`src/rtl/rcause_pkg.sv`:
```
package rcause_pkg;
   localparam int unsigned DATA_W    = 32;
   localparam int unsigned FIELD_W   = 5;
   localparam int unsigned FIELD_LSB = DATA_W - FIELD_W;

   // field bit index (register bit = FIELD_LSB + index)
   localparam int unsigned IX_POR  = 4;
   localparam int unsigned IX_SPOR = 3;
   localparam int unsigned IX_SXIR = 2;
   localparam int unsigned IX_BPOR = 1;
   localparam int unsigned IX_BXIR = 0;

   typedef logic [FIELD_W-1:0] cause_t;

   localparam cause_t W1C_BITS = cause_t'(5'b10011);
   localparam cause_t SET_BITS = cause_t'(5'b01100);
   localparam cause_t POR_LOAD = cause_t'(5'b10000);
endpackage

```
`src/rtl/rcause_decode.sv`:
```
module rcause_decode #(
   parameter int unsigned ADDR_W    = 16,
   parameter logic [ADDR_W-1:0] SLOT_BASE = '0
) (
   input  logic              bus_sel,
   input  logic              bus_wr,
   input  logic [ADDR_W-1:0] bus_addr,
   output logic              wr_hit,
   output logic              rd_hit
);
   localparam int unsigned SLOT_LSB = 3;

   if (ADDR_W < 4) begin : g_bad_width
      $error("rcause_decode: ADDR_W must be at least 4");
   end
   if (SLOT_BASE[SLOT_LSB-1:0] != '0) begin : g_bad_base
      $error("rcause_decode: SLOT_BASE must be 8-byte aligned");
   end

   logic slot_match;
   logic upper_word;

   assign slot_match = (bus_addr[ADDR_W-1:SLOT_LSB] == SLOT_BASE[ADDR_W-1:SLOT_LSB]);
   assign upper_word = bus_addr[2];
   assign wr_hit     = bus_sel &&  bus_wr && slot_match && upper_word;
   assign rd_hit     = bus_sel && !bus_wr && slot_match && upper_word;
endmodule

```
`src/rtl/rcause_counter.sv`:
```
module rcause_counter #(
   parameter int unsigned CNT_W = 4
) (
   input  logic clk,
   input  logic rst_n,
   input  logic evt,
   input  logic clr,
   output logic cnt_zero
);
   localparam logic [CNT_W-1:0] CNT_MAX = {CNT_W{1'b1}};

   if (CNT_W < 1) begin : g_bad_cnt
      $error("rcause_counter: CNT_W must be at least 1");
   end

   logic [CNT_W-1:0] cnt_q;
   logic             at_max;

   assign at_max   = (cnt_q == CNT_MAX);
   assign cnt_zero = (cnt_q == '0);

   always_ff @(posedge clk or negedge rst_n) begin
      if (!rst_n) begin
         cnt_q <= '0;
      end else if (clr) begin
         cnt_q <= '0;
      end else if (evt && !at_max) begin
         cnt_q <= cnt_q + 1'b1;
      end
   end

   // saturation holds the counter at its top value
   p_cnt_saturates_r10: assert property (@(posedge clk) disable iff (!rst_n)
      (at_max && evt && !clr) |=> at_max);

   // an event alone never lands the counter on zero
   p_evt_nonzero_r10: assert property (@(posedge clk) disable iff (!rst_n)
      (evt && !clr) |=> !cnt_zero);

   // a clear request empties the counter
   p_clr_zeroes_r7: assert property (@(posedge clk) disable iff (!rst_n)
      clr |=> cnt_zero);
endmodule

```
`src/rtl/rcause_status.sv`:
```
module rcause_status
   import rcause_pkg::*;
(
   input  logic   clk,
   input  logic   rst_n,
   input  logic   evt,
   input  logic   cnt_zero,
   input  logic   wr_en,
   input  cause_t wval,
   input  cause_t hw_set,
   output cause_t field
);
   logic por_load;
   assign por_load = evt && cnt_zero;

   for (genvar i = 0; i < FIELD_W; i++) begin : g_bit
      if (W1C_BITS[i]) begin : g_w1c
         always_ff @(posedge clk or negedge rst_n) begin
            if (!rst_n) begin
               field[i] <= 1'b0;
            end else if (por_load) begin
               field[i] <= POR_LOAD[i];
            end else if (hw_set[i]) begin
               field[i] <= 1'b1;
            end else if (wr_en && wval[i]) begin
               field[i] <= 1'b0;
            end
         end
         // a hardware cause always lands unless a power-on load happens
         p_hw_set_r12: assert property (@(posedge clk) disable iff (!rst_n)
            (hw_set[i] && !por_load) |=> field[i]);
      end else begin : g_set
         always_ff @(posedge clk or negedge rst_n) begin
            if (!rst_n) begin
               field[i] <= 1'b0;
            end else if (por_load) begin
               field[i] <= POR_LOAD[i];
            end else if (wr_en && wval[i]) begin
               field[i] <= 1'b1;
            end
         end
         // request bits cannot be cleared except by a power-on load
         p_set_sticky_r5: assert property (@(posedge clk) disable iff (!rst_n)
            (field[i] && !por_load) |=> field[i]);
      end
   end

   // a first-reset event leaves only the power-on bit
   p_por_load_r2: assert property (@(posedge clk) disable iff (!rst_n)
      por_load |=> (field == POR_LOAD));

   // an event with a non-zero count freezes the software-owned bits
   p_evt_hold_r3: assert property (@(posedge clk) disable iff (!rst_n)
      (evt && !cnt_zero && hw_set == '0) |=> $stable(field));
endmodule

```
`src/rtl/rst_cause_reg.sv`:
```
module rst_cause_reg
   import rcause_pkg::*;
#(
   parameter int unsigned ADDR_W    = 16,
   parameter logic [ADDR_W-1:0] SLOT_BASE = 16'h0A40,
   parameter int unsigned CNT_W     = 4
) (
   input  logic              clk,
   input  logic              rst_n,
   input  logic              bus_sel,
   input  logic              bus_wr,
   input  logic [ADDR_W-1:0] bus_addr,
   input  logic [31:0]       bus_wdata,
   output logic [31:0]       bus_rdata,
   input  logic [1:0]        btn_cause,
   input  logic              sys_rst_evt,
   output logic              sys_rst_req
);
   logic   wr_hit, rd_hit, wr_acc, cnt_zero, req_q;
   cause_t wval, hw_set, field;

   rcause_decode #(
      .ADDR_W    (ADDR_W),
      .SLOT_BASE (SLOT_BASE)
   ) u_decode (
      .bus_sel  (bus_sel),
      .bus_wr   (bus_wr),
      .bus_addr (bus_addr),
      .wr_hit   (wr_hit),
      .rd_hit   (rd_hit)
   );

   // data outside the cause field is dropped here
   assign wval   = bus_wdata[DATA_W-1:FIELD_LSB];
   assign wr_acc = wr_hit && !sys_rst_evt;

   always_comb begin
      hw_set          = '0;
      hw_set[IX_BPOR] = btn_cause[1];
      hw_set[IX_BXIR] = btn_cause[0];
   end

   rcause_counter #(
      .CNT_W (CNT_W)
   ) u_counter (
      .clk      (clk),
      .rst_n    (rst_n),
      .evt      (sys_rst_evt),
      .clr      (wr_acc && wval[IX_SPOR]),
      .cnt_zero (cnt_zero)
   );

   rcause_status u_status (
      .clk      (clk),
      .rst_n    (rst_n),
      .evt      (sys_rst_evt),
      .cnt_zero (cnt_zero),
      .wr_en    (wr_acc),
      .wval     (wval),
      .hw_set   (hw_set),
      .field    (field)
   );

   always_ff @(posedge clk or negedge rst_n) begin
      if (!rst_n) begin
         req_q <= 1'b0;
      end else begin
         req_q <= wr_acc && (wval[IX_SPOR] || wval[IX_SXIR]);
      end
   end

   assign sys_rst_req = req_q;
   assign bus_rdata   = rd_hit ? {field, {FIELD_LSB{1'b0}}} : '0;

   // a write colliding with an event never produces a request
   p_evt_no_req_r11: assert property (@(posedge clk) disable iff (!rst_n)
      sys_rst_evt |=> !sys_rst_req);

   // the lower word of the slot always reads zero
   p_lower_zero_r9: assert property (@(posedge clk) disable iff (!rst_n)
      (bus_sel && !bus_addr[2]) |-> (bus_rdata == '0));

   // bits below the cause field always read zero
   p_low_bits_r6: assert property (@(posedge clk) disable iff (!rst_n)
      bus_rdata[FIELD_LSB-1:0] == '0);

   // reads and idle cycles never raise a request on the next cycle
   p_no_req_on_read_r9: assert property (@(posedge clk) disable iff (!rst_n)
      !(bus_sel && bus_wr) |=> !sys_rst_req);
endmodule

```
`config.mk`:
```
export PLATFORM = sky130hd
export DESIGN_NAME = rst_cause_reg
export DESIGN_NICKNAME = d
export VERILOG_FILES = /design/src/rtl/rcause_pkg.sv /design/src/rtl/rcause_decode.sv /design/src/rtl/rcause_counter.sv /design/src/rtl/rcause_status.sv /design/src/rtl/rst_cause_reg.sv
export SDC_FILE = /design/constraint.sdc
export NUM_CORES = 1
export LEC_CHECK = 0
export ABC_AREA = 1
export BUFFER_PORTS_ARGS = -buffer_cell sky130_fd_sc_hd__buf_2
export CAP_MARGIN = 20
export CORE_UTILIZATION = 38
export CTS_BUF_LIST = sky130_fd_sc_hd__clkbuf_8
export CTS_CLUSTER_DIAMETER = 150
export DETAILED_ROUTE_END_ITERATION = 10
export PLACE_DENSITY = 0.86
export SLEW_MARGIN = 5
export SYNTH_ARGS = -nofsm -noshare
export SYNTH_HDL_FRONTEND = slang
export SYNTH_SLANG_ARGS = --single-unit
```
`constraint.sdc`:
```
create_clock -name clk -period 2.5 [get_ports clk]
set_input_delay 0.125 -clock clk [delete_from_list [all_inputs] [get_ports clk]]
set_output_delay 0.125 -clock clk [all_outputs]
set_load 0.03 [all_outputs]
```
==> After elaboration in Yosys (flattened, before gate mapping) <==
Index checks and enable logic that the tools add are counted.
{ "classes": {"addsub": 1, "eq_ne": 2, "muxes": 15, "reduce_logical": 26} }
{ "ops": {"columns": ["op", "n"], "rows": [
  ["two-way mux 32 bit", 1],
  ["logical AND 1 bit", 15],
  ["equality test 13 x 9 -> 1 bit (second input constant)", 1],
  ["two-way mux 1 bit", 12],
  ["two-way mux 4 bit", 2],
  ["nonzero test 2 bit", 4],
  ["nonzero test 3 bit", 2],
  ["adder 4 x 1 -> 4 bit (second input constant)", 1],
  ["equality test 4 bit (second input constant)", 1],
  ["logical NOT 4 bit", 1],
  ["logical NOT 1 bit", 3],
  ["logical OR 1 bit", 1]
]} }
{ "word_totals": {"output_inout_bits": 33, "input_bits": 55, "ff_bits": 10, "word_cells": 51} }

==> Longest topological paths before layout <==
Gate-level depths: netlist of run 1.
{ "depth": {"ltp_word": 8, "ltp_mapped": 8, "ltp_nobuf": 8} }

==> By module <==
From an unflattened synthesis of run 1, not the netlist that was laid out.
{ "unflattened": {"hier_cells": 125, "hier_area_um2": 830.8} }
{ "modules_own_cells": {"columns": ["mod", "instances", "cells_per_inst", "area_per_inst_um2", "seq_area_each_um2"], "rows": [
  ["rst_cause_reg", 1, 46, 295.3, 25.0],
  ["rcause_counter", 1, 31, 240.2, 100.1],
  ["rcause_status", 1, 28, 215.2, 125.1],
  ["rcause_decode", 1, 20, 80.1, 0.0]
]} }

==> Least setup slack after synthesis of run 1 <==
OpenSTA, ideal clock, no wires.
{ "synth_path": {"path_type": "input-to-output", "start": "input bus_addr[8]", "end": "output bus_rdata[27]", "required_time_ps": 2375, "stages": 5, "path_slack_ps": 1183, "path_buffers": 0, "arrival_ps": 1192, "cell_sequence": "or2_0 > nor2_2 > and2_4 > nand4_4 > nor2_1"} }
{ "synth_via": {"elab_chain_len": 4} }
{ "synth_rtl": {"columns": ["element", "line_no", "rtl"], "rows": [
  ["from (decl)", "rst_cause_reg.sv:12", "input logic [ADDR_W-1:0] bus_addr,"],
  ["equality test 13 x 9 -> 1 bit", "rcause_decode.sv:23", "assign slot_match = (bus_addr[ADDR_W-1:SLOT_LSB] == SLOT_BASE[ADDR_W-1:SLOT_LSB]);"],
  ["logical AND 1 bit (2 in a row)", "rcause_decode.sv:26", "assign rd_hit = bus_sel && !bus_wr && slot_match && upper_word;"],
  ["two-way mux 32 bit", "rst_cause_reg.sv:73", "assign bus_rdata = rd_hit ? {field, {FIELD_LSB{1'b0}}} : '0;"],
  ["to (decl)", "rst_cause_reg.sv:14", "output logic [31:0] bus_rdata,"]
]} }
No other way between the ends.

==> Worst setup path after layout of run 1 <==
{ "layout_path": {"start": "input bus_addr[8]", "end": "output bus_rdata[28]"} }
The elaborated chain is that of the path after synthesis.

==> results_dict.tcl, run 1 <==
set metrics [dict create \
    cap_violations 0 \
    synth-edff-count 0 \
    core-area_um2 2020 \
    fp.dieW_um 48.9 \
    r2r_end "u_counter.cnt_q[3]" \
    startpoint_type "input port" \
    tritoncts "yes" \
    drc 0 \
    p_leak_nw 0.615 \
    post_drt_via_cell_ratio 3.91 \
    required_ns 2.38 \
    skew_ns 0.00462 \
    internal-power_w 0.000439 \
    drt_iter0_drc 2 \
    setup_viol 0 \
    ant_nets 0 \
    peakVddDrop_uv 474 \
    critPathMaxFanout 5 \
    r2r-start "u_counter.cnt_q[0]" \
    grt_usage_pct 12.9 \
    synth_cells 111 \
    outcome "finished clean" \
    final.period_utilization_pct 53.9 \
    fin_cells 173 \
    max_clock_freq_mhz 742 \
    avgSynthCellArea_um2 7.52 \
    synth_ff_type "dfrtp_1" \
    startpoint "bus_addr[8]" \
    dp_hpwl_um 1170 \
    globalRouteOverflowTotal 0 \
    synthTopCellsByCount "27 x buf_4, 18 x inv_1, 17 x nand2_1" \
    power.share.clock_pct 28.6 \
    routedWlPerCell_um 7.98 \
    htreeDepth 1 \
    min_path_type "input port to flop" \
    cts_hold_buffers 1 \
    grt_max_degree 11 \
    clockBufferDepth 2 \
    reg2reg_slack_ns 1.25 \
    ys_seq_area_share_pct 30.0 \
    drtPass1Iterations 3 \
    p_sw_share_pct 37.4 \
    clk_latency_ns 0.24 \
    synth.most_common_cell "buf_4" \
    hold_slack_ns 0.128 \
    die_area_um2 2390 \
    tns_ns 0 \
    grt_pass1_vias 590 \
    cellPowerDensity_nw_per_um2 712 \
    postCtsSetupBuffers 0 \
    post_cts_resized 0 \
    rsz0062_at_grt "false" \
    min_period_ns 1.35 \
    synth_top_area_share_pct 30.0 \
    syn-cell-area_um2 835 \
    worstSetupPathType "input port to output pin" \
    clk_pin_slew_ns 0.05 \
    antenna_found_initial 0 \
    pwr-share-seq_pct 35.6 \
    worst-r2r-cell-count 8 \
    dp_slack_ns 1.14 \
    final_nets 204 \
    antennaDiodeCount 0 \
    power_frac_comb_pct 35.9 \
    gp_congestion 0.689 \
    synth_cell_types 22 \
    die_height_um 48.9 \
    finalMaxSlewViolations 0 \
    ys_top_cells_by_area "dfrtp_1 30%, buf_4 24%, inv_1 8.1%" \
    io_buffers 31 \
    numCtsBuffers 3 \
    clock_sinks 10 \
    fin_ws_ns 1.15 \
    drive_gt1_share_pct 30.1 \
    synth-seq-cells 10 \
    dp.cells 168 \
    min_from "btn_cause[0]" \
    routed_wirelength_um 1380 \
    ys_async_sr_fraction_pct 100 \
    synth_top_area_cell "dfrtp_1" \
    cts_root_buf "clkbuf_8" \
    syn2layout_area_growth_pct 17.8 \
    p_sw_w 0.000262 \
    start_util_pct 41.3 \
    vias 676 \
    ios 88 \
    grt_pass1_wl_um 2370 \
    ys.warnings.count 0 \
    endpoint "bus_rdata[28]" \
    rows 16 \
    arrival_ns 1.22 \
    endpoint_kind "output pin" \
    hold_violations 0 \
    p_total_w 0.000701 \
]
## worst min-delay path by stage
stage | end | cells past startpoint
2_1_floorplan | sys_rst_req | 0
3_3_place_gp | u_counter.cnt_q[0] | 1
3_5_place_dp | u_counter.cnt_q[0] | 1
4_1_cts | u_status.field[0] | 3
5_1_grt | u_status.field[1] | 3
6_report | u_status.field[0] | 3
## flip-flops by register name (all words and copies together), names as in the netlist
signal and count:
u_status.field 5, sys_rst_req 1, u_counter.cnt_q 4
## cells in the final DEF (no fill, tap or decap), types with 2 or more instances in the layout
cell type	count
inv_1	18
clkbuf_8	4
a21oi_1	3
o21ai_1	2
buf_2	31
nand3_1	4
nor2_2	2
dfrtp_1	10
nand2_1	17
nand4_1	4
ha_1	2
nor2_1	11
conb_1	27
## per-stage QoR
step	instance area, µm²	utilization, %
after floorplan	932	-
after global placement	918	45.4
after detailed placement	918	45.4
after CTS	983	48.6
after global routing	983	48.6
final	983	48.6
## area by class of cell
type / instances / area [µm²]
clock buffers: 4 / 55.1
fillers: 214 / 1040
inverters: 19 / 71.3
multi-input cells: 81 / 408
flip-flops and latches: 10 / 250
well taps: 27 / 33.8
repair buffers: 32 / 165
## power by group through the flow
| stage | clock, W | sequential [W] | combinational [W] |
|---|---|---|---|
| 2_1_floorplan | 0 | 0.000244 | 0.000233 |
| 3_3_place_gp | 0 | 0.000250 | 0.000242 |
| 3_5_place_dp | 0 | 0.000252 | 0.000252 |
| 4_1_cts | 0.000205 | 0.000250 | 0.000254 |
| 5_1_grt | 0.000214 | 0.000254 | 0.000294 |
| 6_report | 0.000200 | 0.000249 | 0.000251 |
## logic make-up after synthesis
| kind of cell | after synthesis | share of synthesized area (%) |
|---|---|---|
| other | 1 | 0.449 |
| AO/OA/AOI/OAI | 7 | 4.65 |
| buffers and inverters | 46 | 32.8 |
| AND/OR/NAND/NOR | 45 | 29.1 |
| adder cells (fa/ha/maj) | 2 | 3.00 |
| flip-flops | 10 | 30.0 |
## critical path, stage by stage
cell,delay [ns]
buf_2,0.09
or2_0,0.22
nor2_2,0.15
and2_4,0.21
nand4_4,0.12
nor2_1,0.11
buf_2,0.20
## metal layers
layer	up-vias	GRT usage, %	part of all wire [%]
li1	355	-	-
met1	290	14.9	41
met2	31	21.8	52
met3	0	4.98	6.4
met4	0	4.41	0
met5	-	0	0
(Power assumes the default switching activity.)
==> inputs of run 2 (changes only) <==
Settings changed: CORE_UTILIZATION 38 to 36, PLACE_DENSITY 0.86 to 0.83.
Clock period 2.5 ns to 1.25 ns, I/O delays scaled along.
==> results_dict.tcl, run 2 (synthesis results as in run 1) <==
set metrics [dict create \
    setup_viol 0 \
    clock_sinks 10 \
    max_clock_freq_mhz 825 \
    drc 0 \
    skew_ns 0.00294 \
    antennaDiodeCount 0 \
    htreeDepth 1 \
    endpoint_kind "flop" \
    drive_gt1_share_pct 35.3 \
    p_leak_nw 0.636 \
    fin_ws_ns 0.0374 \
    fill_cells 232 \
    min_period_ns 1.21 \
    clockBufferDepth 2 \
    grt_max_degree 11 \
    hold_slack_ns 0.0599 \
    seqCellArea_um2 250 \
    finalMaxSlewViolations 0 \
    r2r_end "u_counter.cnt_q[3]" \
    die_area_um2 2510 \
    core-area_um2 2190 \
    numCtsBuffers 3 \
    min_path_type "input port to flop" \
    antenna_found_initial 0 \
    fp.dieW_um 50.1 \
    r2r-start "u_counter.cnt_q[1]" \
    clk_latency_ns 0.23 \
    multi_input_area_um2 423 \
    final.period_utilization_pct 97.0 \
    die_height_um 50.1 \
    min_from "btn_cause[1]" \
    whs_endpoint "u_status.field[1]" \
    min_path_cells 3 \
    grt_usage_pct 12.8 \
    cap_violations 0 \
    required_ns 1.37 \
    globalRouteOverflowTotal 0 \
    tritoncts "yes" \
    vias 715 \
    drt_iter0_drc 9 \
    outcome "finished clean" \
    drtPass1Iterations 4 \
    peakVddDrop_uv 1190 \
    hold_violations 0 \
    clk_pin_slew_ns 0.05 \
    mostFrequentLayoutCell "conb_1" \
    largest_reg_flops 5 \
    routedWlPerCell_um 8.20 \
    rsz0062_at_grt "true" \
    worst-r2r-cell-count 8 \
    cts_root_buf "clkbuf_8" \
    dp_hpwl_um 1160 \
    final_util_pct 47.6 \
    reg2reg_slack_ns 0.04 \
    gp_congestion 0.745 \
    rows 17 \
    arrival_ns 1.33 \
    grt_pass1_vias 637 \
    routed_wirelength_um 1460 \
    largest-register "u_status.field" \
    grt_pass1_wl_um 2440 \
    layout_common_cells "27 x conb_1, 26 x buf_2, 18 x inv_1, 15 x nand2_1, 11 x nor2_1" \
    dp_slack_ns 0.0288 \
    startpoint_type "flop" \
    ios 88 \
    post_drt_via_cell_ratio 4.02 \
    critPathMaxFanout 3 \
    start_util_pct 38.1 \
    p_total_w 0.00148 \
    ant_nets 0 \
    worstSetupPathType "flop to flop" \
    syn2layout_area_growth_pct 24.9 \
    io_buffers 31 \
    final_nets 208 \
    cellPowerDensity_nw_per_um2 1420 \
]
[run 2: cell count changes in the layout (fill, tap and decap cells not counted), sizes merged]
cell and change:
buf +3, clkbuf +1
[run 2: stage by stage]
step	setup TNS (ns)	instances	instance area (µm²)
after detailed placement	0	172	942
after CTS	0	177	1010
after global routing	-0.0843	178	1040
after floorplan	0	137	932
after global placement	0	172	942
final	0	178	1040
[run 2: worst max-delay path by stage]
| stage | start | to | cells after the start |
|---|---|---|---|
| 5_1_grt | u_counter.cnt_q[0] | u_counter.cnt_q[3] | 8 |
| 3_5_place_dp | u_counter.cnt_q[0] | u_counter.cnt_q[3] | 8 |
| 2_1_floorplan | bus_addr[8] | bus_rdata[27] | 5 |
| 4_1_cts | u_counter.cnt_q[0] | u_counter.cnt_q[3] | 8 |
| 6_report | u_counter.cnt_q[1] | u_counter.cnt_q[3] | 8 |
| 3_3_place_gp | bus_addr[8] | bus_rdata[30] | 7 |
[run 2: worst max-delay path, cell delays in order, from the launching register on]
cell     delay, ns
dfrtp_1       0.37
ha_2          0.22
nand2_2       0.06
o21ai_2       0.16
inv_2         0.06
nand2_2       0.08
o21ai_2       0.05
nand2_1       0.05
nor2_1        0.04
[run 2: report_power, final]
part           internal, W  switching, W  total, W
logic             0.000198      0.000371  0.000569
clock network     0.000277      0.000123  0.000400
registers         0.000437     0.0000729  0.000510
[run 2: area by class of cell]
cell class | count | area share, %
Multi-Input combinational cell | 81 | 40.6
Timing Repair Buffer | 36 | 19.9
Inverter | 19 | 6.84
Tap cell | 28 | 3.36
Sequential cell | 10 | 24.0
Clock buffer | 4 | 5.28
[run 2: metal layers]
layer / vias up / track usage (%) / share of wire [%] / routed length (µm)
li1: 363 / - / - / -
met1: 310 / 14.2 / 37 / 545
met2: 42 / 23.6 / 52 / 754
met3: 0 / 5.76 / 11 / 160
met4: 0 / 0 / 0 / 0
met5: - / 0 / 0 / 0
[run 2: repair_timing]
| action | CTS | global route |
|---|---|---|
| endpoints found under the setup margin | 0 | 8 |
| hold buffers | 1 | 0 |
| buffers inserted | 0 | 1 |
| endpoints found under the hold margin | 10 | 0 |
| resized for setup | 0 | 15 |
